File: src/rtl/sar_adc_ctrl.sv
module sar_adc_ctrl #(
  parameter int RES      = 10,
  parameter int STEP_CYC = 4
) (
  input  logic           clk,
  input  logic           rst_n,
  input  logic           bus_wr,
  input  logic           bus_rd,
  input  logic [2:0]     bus_addr,
  input  logic [6:0]     bus_wdata,
  output logic [RES-1:0] bus_rdata,
  input  logic           ext_trig,
  input  logic           cmp_in,
  output logic [2:0]     chan_sel,
  output logic [RES-1:0] dac_code,
  output logic           irq
);
  localparam int CW = (STEP_CYC > 1) ? $clog2(STEP_CYC) : 1;
  localparam logic [RES-1:0] MSB = {1'b1, {(RES-1){1'b0}}};

  logic go, done, ie, scan, armed;
  logic [2:0] ch, cur;
  logic [RES-1:0] sar, probe;
  logic [CW-1:0] cnt;
  logic [RES-1:0] res_q [4];

  wire ctl_wr   = bus_wr && bus_addr == 3'd0;
  wire ctl_rd   = bus_rd && bus_addr == 3'd0;
  wire hw_start = !go && ext_trig && !ctl_wr;
  wire step_end = go && cnt == CW'(STEP_CYC - 1);
  wire [RES-1:0] trial = sar | probe;
  wire [RES-1:0] kept  = cmp_in ? trial : sar;
  wire conv_end = step_end && probe[0] && !ctl_wr;
  wire pass_end = conv_end && (!scan || cur == ch);
  wire [2:0] base = {ch[2], 2'b00};

  wire       nscan = ctl_wr ? bus_wdata[3]   : scan;
  wire [2:0] nch   = ctl_wr ? bus_wdata[6:4] : ch;

  assign chan_sel = cur;
  assign dac_code = trial;
  assign irq      = done && ie;

  always_ff @(posedge clk or negedge rst_n) begin
    if (!rst_n) begin
      go <= 1'b0; ie <= 1'b0; scan <= 1'b0; ch <= '0; cur <= '0;
      sar <= '0; probe <= MSB; cnt <= '0;
      for (int i = 0; i < 4; i++) res_q[i] <= '0;
    end else begin
      if (ctl_wr) begin
        ie   <= bus_wdata[2];
        scan <= bus_wdata[3];
        ch   <= bus_wdata[6:4];
      end
      if (ctl_wr || hw_start) begin
        go    <= ctl_wr ? bus_wdata[0] : 1'b1;
        cur   <= nscan ? {nch[2], 2'b00} : nch;
        sar   <= '0;
        probe <= MSB;
        cnt   <= '0;
      end else if (go) begin
        if (step_end) begin
          cnt <= '0;
          if (probe[0]) begin
            res_q[cur[1:0]] <= kept;
            sar   <= '0;
            probe <= MSB;
            if (!scan) go <= 1'b0;
            else cur <= (cur == ch) ? base : cur + 3'd1;
          end else begin
            sar   <= kept;
            probe <= probe >> 1;
          end
        end else begin
          cnt <= cnt + CW'(1);
        end
      end
    end
  end

  always_ff @(posedge clk or negedge rst_n) begin
    if (!rst_n) begin
      done  <= 1'b0;
      armed <= 1'b0;
    end else begin
      if (pass_end) done <= 1'b1;
      else if (ctl_wr && !bus_wdata[1] && armed) done <= 1'b0;
      if (ctl_wr) armed <= 1'b0;
      else if (ctl_rd && done) armed <= 1'b1;
    end
  end

  always_comb begin
    bus_rdata = '0;
    if (bus_addr == 3'd0) bus_rdata[6:0] = {ch, scan, ie, done, go};
    else if (bus_addr[2]) bus_rdata = res_q[bus_addr[1:0]];
  end
endmodule

File: config.mk
export PLATFORM = sky130hd
export DESIGN_NAME = sar_adc_ctrl
export DESIGN_NICKNAME = d
export VERILOG_FILES = /design/src/rtl/sar_adc_ctrl.sv
export SDC_FILE = /design/constraint.sdc
export NUM_CORES = 1
export LEC_CHECK = 0
export ABC_AREA = 1
export BUFFER_PORTS_ARGS = -buffer_cell sky130_fd_sc_hd__buf_2
export CAP_MARGIN = 20
export CORE_ASPECT_RATIO = 1.1
export CORE_MARGIN = 1
export CORE_UTILIZATION = 55
export DETAILED_ROUTE_END_ITERATION = 7
export PLACE_DENSITY = 0.8
export RECOVER_POWER = 25
export SLEW_MARGIN = 30
export SYNTH_ARGS = -nofsm -noshare
export SYNTH_HDL_FRONTEND = slang
export SYNTH_SLANG_ARGS = --single-unit
export TNS_END_PERCENT = 1
File: constraint.sdc
create_clock -name clk -period 1.7 [get_ports clk]
set_input_delay 0.425 -clock clk [delete_from_list [all_inputs] [get_ports clk]]
set_output_delay 0.425 -clock clk [all_outputs]
set_load 0.02 [all_outputs]
# == Word level (Yosys, flattened, before mapping) ==
# Index checks and enable logic that the tools add are counted.
# word_totals
memories,0
mem_bits_rw,0
romBits,0
in_bits,16
wordCells,94
latch_bits,0
ff_bits,73
# classes
n_div,0
bitwise_logic,4
shift,0
n_addsub,2
n_lt_le_gt_ge,3
mux,40
multipliers,0
eq_ne,2
reduce_logical,29
# op_table
operator,n
two-way mux 10 bit,13
bitwise mux 40 bit,1
two-way mux 3 bit,8
binary-select mux 10 bit (select 2 bit),1
demux 10 bit (select 2 bit),1
logical AND 1 bit,13
nonzero test 2 bit,6
two-way mux 1 bit,11
bitwise OR 10 bit,1
two-way mux 2 bit,4
AND reduction 4 bit,2
two-way mux 7 bit,1
"greater-or-equal comparator 3 bit, second input constant",2
inverter 2 -> 3 bit,2
logical NOT 1 bit,4
"adder 3 x 1 -> 3 bit, second input constant",1
== test 3 bit,1
logical NOT 3 bit,1
"less-than comparator 3 x 1 -> 1 bit, second input constant",1
"adder 2 x 1 -> 2 bit, second input constant",1
"== test 2 bit, second input constant",1
logical OR 1 bit,2
AND reduction 2 bit,1
inverter 1 bit,1

# == Logic depth before layout (Yosys ltp) ==
# Gate-level depths: netlist (run 1).
# depth
ltp_word,7
ltp_mapped,9
mapped_depth_nobuf,9

# == Worst setup path after synthesis (run 1) ==
# OpenSTA, ideal clock, no wires.
# synth_timing
path_type,input to output
startpoint,input bus_addr[0]
endpoint,output bus_rdata[9]
cell_stages,5
arrival_ns,1.330
n_path_buf,2
path_slack_ns,-0.055
cell_sequence,buf_6 clkbuf_1 a21oi_1 o21ai_0 a21oi_1
# synth_between
elab_chain_cells,6
elab_cells_between_ends,7
classes_between,mux: 5; bitwise: 1; reduce/logical: 1
# synth_lines
element,line,source
from (decl),9,"input logic [2:0] bus_addr,"
inverter 2 -> 3 bit (not written as such),96,else if (bus_addr[2]) bus_rdata = res_q[bus_addr[1:0]];
binary-select mux 10 bit (select 2 bit),96,
two-way mux 10 bit (not written as such) (2 in series),96,
two-way mux 10 bit,96,
two-way mux 3 bit (*),95,"if (bus_addr == 3'd0) bus_rdata[6:0] = {ch, scan, ie, done, go};"
to (decl),11,"output logic [RES-1:0] bus_rdata,"
# Mark *: on every way between the ends. The rest lies on a longest branch, timed or not. The select of a mux whose other input is x is not followed.

# == Final worst setup path (run 1) ==
# layout_timing
startpoint,input bus_addr[1]
endpoint,output bus_rdata[0]
# layout_between
elab_chain_cells,6
elab_cells_between_ends,7
classes_between,mux: 5; bitwise: 1; reduce/logical: 1
# layout_lines
element,line
inverter 2 -> 3 bit (not written as such),96
binary-select mux 10 bit (select 2 bit),96
two-way mux 10 bit (not written as such) (2 in series),96
two-way mux 10 bit,96
two-way mux 7 bit (*),95
# Marks and branches as above.

==> results_dict.tcl, run 1 <==
set metrics [dict create \
    crit_buf_inv 3 \
    p_leak_nw 2.36 \
    cp_max_fo 11 \
    nFillCells 452 \
    ant_nets 0 \
    cts_made_buffers 9 \
    synth.distinct_cells 38 \
    status "complete, but fails checks" \
    final_area_um2 4410 \
    root_buffer "clkbuf_8" \
    grt_use_met3_pct 5.86 \
    worst_path_most_repeated_cell "buf_2" \
    clock_sinks 73 \
    slowest_stage "buf_4" \
    ff_latch_area_um2 1830 \
    rows 30 \
    p_per_area_nw_per_um2 1210 \
    preCtsSetupSlack_ns -0.140 \
    max_freq_mhz 571 \
    clock_skew_ns 0.00931 \
    cts_max_level 3 \
    crit_chain "buf_2 -> buf_4 -> nor2_4 -> nand2_4 -> o21ai_1 -> buf_2" \
    drive_gt1_share_pct 24.1 \
    core-area_um2 6270 \
    initial_utilization_pct 58.2 \
    yosysWarnings 0 \
    hold_buffers 0 \
    die_y_um 87.4 \
    wire_per_inst_um 15.1 \
    placed_cell_area_um2 4050 \
    grt_pass1_vias 3060 \
    power_frac_comb_pct 26.1 \
    avgSynthCellArea_um2 8.71 \
    grt_max_degree 23 \
    drt_wl_total_um 8610 \
    worst_pin_slew_ns 0.776 \
    slew_headroom_pct 48.3 \
    rr_endpoint "res_q[4]" \
    drc 0 \
    grt_util_met2_pct 44.8 \
    gr-max-usage-layer "met2" \
    clk_pin_slew_worst_paths_ns 0.08 \
    clock_latency_ns 0.36 \
    grt_pass1_wl_um 14400 \
    r2r_cells 8 \
    clockBufferDepth 2 \
    syn_nets 440 \
    start_kind "primary input" \
    globalRouteOverflowTotal 0 \
    switching_power_mw 1.70 \
    final_hold_viol_count 0 \
    slew_violations 0 \
    clockPowerShare_pct 32.7 \
    first_pass_iters 6 \
    gr-usage-met1_pct 36.2 \
    cp.arrival_ns 1.33 \
    detailroute.via_count 3091 \
    switching_share_pct 31.8 \
    period_share_pct 103 \
    violations "negative setup slack" \
    power_mw 5.33 \
    critPathMaxStageDelay_ns 0.19 \
    diodes 0 \
    setup_viol 9 \
    p_int_mw 3.63 \
    area_growth_pct 21.0 \
    drt_first_iter_violations 165 \
    rsz0062_at_grt "true" \
    ff2ff_setup_slack_ns 0.06 \
    viasPerCell 5.43 \
    nets 505 \
    synthCells 419 \
    die_w_um 79.7 \
    syn-cell-area_um2 3650 \
    vdd_drop_max_mv 0.700 \
    cp-end-kind "output port" \
    grt_use_total_pct 28.0 \
    seqPwrFrac_pct 41.2 \
    portBuffers 39 \
    multi_input_area_um2 1490 \
    antenna_found_initial 0 \
    timing.final.ws_setup_ns -0.0504 \
    drv_cap 0 \
    tns_ns -0.319 \
    reg2reg_from "cnt[0]" \
    fin_hold_ws_ns 0.113 \
    min_period_ns 1.75 \
    io_pins 40 \
    cts_tree "built" \
    crit_type "primary input to output port" \
    yosysSeqAreaShare_pct 50.1 \
    ys_ff_latch 73 \
    fp.dieArea_um2 6960 \
    place_congestion 0.898 \
    hp-class "primary input to async pin" \
    critPathTopFamily "buffers and inverters" \
    dp_hpwl_um 6220 \
    cp.required_ns 1.27 \
]
## per-layer routing
metal	vias up	routed length, um	part of all wire, %
met3	26	321	3.7
met2	70	4220	49
met1	1502	3800	44
li1	1493	-	-
met5	-	0	0
met4	0	266	3.1
## power by group through the flow
stage / Clock (mW) / Combinational, mW / Sequential [mW]
after floorplan: 0 / 0.850 / 2.22
after global placement: 0 / 1.31 / 2.21
after detailed placement: 0 / 1.35 / 2.23
after CTS: 1.75 / 1.40 / 2.20
after global routing: 1.84 / 1.55 / 2.23
final: 1.74 / 1.39 / 2.20
## flip-flops by register name, summed over array words and instances (netlist names)
name / flops
armed: 1
ch: 3
chan_sel: 3
cnt: 2
done: 1
go: 1
ie: 1
probe: 10
res_q: 40
sar: 10
scan: 1
## what timing repair did
item	4_1_cts	5_1_grt
buffers inserted	7	2
resized for setup	36	9
gates cloned	0	0
setup endpoints to repair	12	21
pin swaps	16	4
## metrics by stage
stage	utilization, %	cells
final	70.4	569
after global routing	70.4	569
after CTS	70.7	567
after detailed placement	64.7	544
after global placement	64.7	544
after floorplan	-	419
## layout make-up
type	count	share of cell area (%)
inverter	76	6.49
clock buffer	12	3.74
timing repair buffer	68	10.2
tap	80	2.27
sequential	73	41.4
multi-input combinational	256	33.7
clock inverter	4	2.21
## synthesized netlist by cell type (all sizes together)
cell,instances,area share (%)
buf,9,2.4
o21a,16,3.3
nand2,85,9.5
nand3,18,2.8
ha,5,1.7
nand4,3,0.69
nor3,1,0.14
clkbuf,5,0.55
xor2,1,0.24
inv,74,7.6
dfrtp,72,49
xnor2,1,0.24
o22ai,9,1.5
nor2,12,3.4
clkinv,2,0.24
a211oi,8,1.6
o211ai,2,0.41
nand3b,1,0.21
o21bai,1,0.21
o21ai,60,8.5
a21oi,33,4.5
dfstp,1,0.72
## worst max path at each step
stage,startpoint,endpoint,slack (ns),cells past startpoint
6_report,bus_addr[1],bus_rdata[0],-0.05,6
4_1_cts,res_q[1],bus_rdata[1],-0.04,5
3_3_place_gp,bus_addr[0],bus_rdata[9],-0.14,6
5_1_grt,res_q[3],bus_rdata[3],-0.13,5
3_5_place_dp,bus_addr[0],res_q[14],-0.14,7
2_1_floorplan,bus_addr[0],bus_rdata[7],-0.03,5
## worst register-to-register path, cell delays in order (launching register included)
cell,delay (ns)
dfrtp_1,0.37
ha_1,0.20
nand2_4,0.08
nor2_8,0.13
nand2_8,0.07
buf_4,0.20
nor2_8,0.22
nand2_1,0.12
o21a_1,0.14
## kinds of logic after synthesis
group	synth area share [%]
AO/OA/AOI/OAI	20.2
buffers and inverters	10.8
adder cells (fa/ha/maj)	1.71
XOR/XNOR	0.480
AND/OR/NAND/NOR	16.7
flip-flops	50.1
## cells in the final DEF (no fill, tap or decap), types with 2 or more instances in the layout
master	netlist	final
buf_4	3	29
nand3_1	17	17
o21ai_2	3	3
ha_1	5	5
o21ai_0	56	34
buf_2	1	32
nand2_2	2	2
nor2_8	4	4
dfrtp_1	72	72
nand2_1	81	80
a21oi_2	0	13
o21a_1	16	16
o211ai_1	2	2
a21oi_1	33	20
o21ai_1	1	23
inv_2	2	3
buf_12	0	2
a211oi_1	8	8
nand2_4	1	2
o22ai_1	9	9
clkbuf_8	0	12
nand4_1	2	2
nor2_1	5	5
bufinv_16	0	3
clkbuf_2	1	3
inv_1	72	71
nor2_4	1	2
Power figures use the tool's default switching activity.
==> inputs of run 2 (changes only) <==
Settings changed: CORE_MARGIN 1 to unset, CORE_UTILIZATION 55 to 40, PLACE_DENSITY 0.8 to 0.62.
==> results_dict.tcl, run 2 (same netlist as run 1, synthesis figures left out) <==
set metrics [dict create \
    core-area_um2 8870 \
    cts_tree "built" \
    ant_nets 0 \
    max_freq_mhz 587 \
    p_per_area_nw_per_um2 1150 \
    grt_use_total_pct 20.3 \
    worst_pin_slew_ns 1.01 \
    cp.arrival_ns 1.28 \
    final_hold_viol_count 0 \
    final_area_um2 4540 \
    nets 501 \
    grt_pass1_vias 2961 \
    period_share_pct 100 \
    wire_per_inst_um 14.8 \
    slew_headroom_pct 32.4 \
    io_pins 40 \
    ff2ff_setup_slack_ns 0.10 \
    min_period_ns 1.70 \
    crit_type "primary input to output port" \
    grt_max_degree 74 \
    cp.required_ns 1.27 \
    top_regs "res_q x40, probe x10, sar x10" \
    cp-end-kind "output port" \
    drt_wl_total_um 8880 \
    grt_pass1_wl_um 14600 \
    slew_violations 0 \
    r2r_cells 8 \
    multi_input_area_um2 1530 \
    p_leak_nw 2.36 \
    top_register "res_q" \
    die_w_um 93.1 \
    rows 36 \
    hold_end "ie" \
    portBuffers 39 \
    largest_reg_flops 40 \
    antenna_found_initial 0 \
    area_growth_pct 24.5 \
    hold_path_depth 3 \
    dp_cells 579 \
    drc 0 \
    detailroute.via_count 3050 \
    fp.dieArea_um2 9510 \
    clock_skew_ns 0.00732 \
    status "complete, but fails checks" \
    reg2reg_from "cnt[0]" \
    violations "negative setup slack" \
    die_y_um 102 \
    cts_max_level 3 \
    hp-start "bus_wdata[2]" \
    cp_max_fo 7 \
    setup_viol 1 \
    clock_sinks 73 \
    dp_hpwl_um 6220 \
    diodes 0 \
    timing.final.ws_setup_ns -0.00430 \
    layout_common_cells "nand2_1, dfrtp_1, inv_1, o21ai_0, buf_2" \
    ff_latch_area_um2 1830 \
    cts_made_buffers 9 \
    clockBufferDepth 2 \
    viasPerCell 5.09 \
    globalRouteOverflowTotal 0 \
    hp-class "primary input to register" \
    final_cells 599 \
    clock_latency_ns 0.34 \
    drt_first_iter_violations 161 \
    place_congestion 0.885 \
    initial_utilization_pct 41.1 \
    first_pass_iters 4 \
    layout_commonest_cell "nand2_1" \
    nFillCells 853 \
    vdd_drop_max_mv 0.469 \
    drv_cap 0 \
    rsz0062_at_grt "true" \
    start_kind "primary input" \
    hold_buffers 0 \
    placed_cell_area_um2 4080 \
    rr_endpoint "res_q[24]" \
    clk_pin_slew_worst_paths_ns 0.08 \
    root_buffer "clkbuf_8" \
    drive_gt1_share_pct 26.6 \
]
## run 2: cell types whose count changed in the layout (fill, tap and decap cells not counted), sizes merged
cell | previous run | this run
inv | 74 | 76
buf | 64 | 63
clkbuf | 16 | 12
bufinv | 3 | 2
## run 2: worst max-delay path by stage
stage	start	to
finish	bus_addr[0]	bus_rdata[2]
global route	res_q[4]	bus_rdata[4]
CTS	res_q[4]	bus_rdata[4]
detailed placement	bus_addr[0]	bus_rdata[4]
global placement	bus_addr[1]	bus_rdata[4]
floorplan	bus_addr[0]	bus_rdata[7]
## run 2: final cells by class
cell class	count	area share [%]
clock buffer	11	3.33
multi-input combinational	256	33.6
clock inverter	5	1.87
tap	114	3.14
sequential	73	40.3
inverter	76	6.42
timing repair buffer	64	11.3
## run 2: power breakdown
part / leakage (nW) / total, mW / internal [mW] / switching, mW
Clock: 0.117 / 1.59 / 0.918 / 0.672
Combinational: 1.35 / 1.45 / 0.552 / 0.894
Sequential: 0.898 / 2.20 / 2.03 / 0.166
Total: 2.36 / 5.23 / 3.50 / 1.73
## run 2: per-layer routing
layer / share of wire (%) / routed length [um] / GRT usage, %
met1: 44 / 3930 / 27.2
met2: 48 / 4310 / 31.9
met3: 5.5 / 488 / 3.72
met4: 1.8 / 157 / 9.59
met5: 0 / 0 / 0
## run 2: per-stage QoR
stage / power, mW / setup TNS (ns) / util (%) / setup WS (ns) / hold WS, ns
6_report: 5.23 / -0.00430 / 51.2 / -0.00430 / 0.286
5_1_grt: 5.58 / -0.758 / 51.2 / -0.120 / 0.269
4_1_cts: 5.28 / -0.108 / 51.1 / -0.0315 / 0.116
3_5_place_dp: 3.57 / -1.37 / 46.0 / -0.145 / 0.481
3_3_place_gp: 3.54 / -0.890 / 46.0 / -0.100 / 0.474
2_1_floorplan: 3.07 / -0.104 / - / -0.0283 / 0.129
## run 2: repair_timing
item | 4_1_cts | 5_1_grt
setup endpoints to repair | 10 | 46
gates cloned | 3 | 0
gates resized for setup | 72 | 9
pin swaps | 22 | 5
setup buffers | 1 | 0
## run 2: worst max-delay path: stages
cell and delay (ns):
buf_6 0.13, buf_4 0.16, nor2_4 0.13, nand2_4 0.10, inv_1 0.08, nand2_1 0.05, nand2_1 0.07, buf_6 0.12
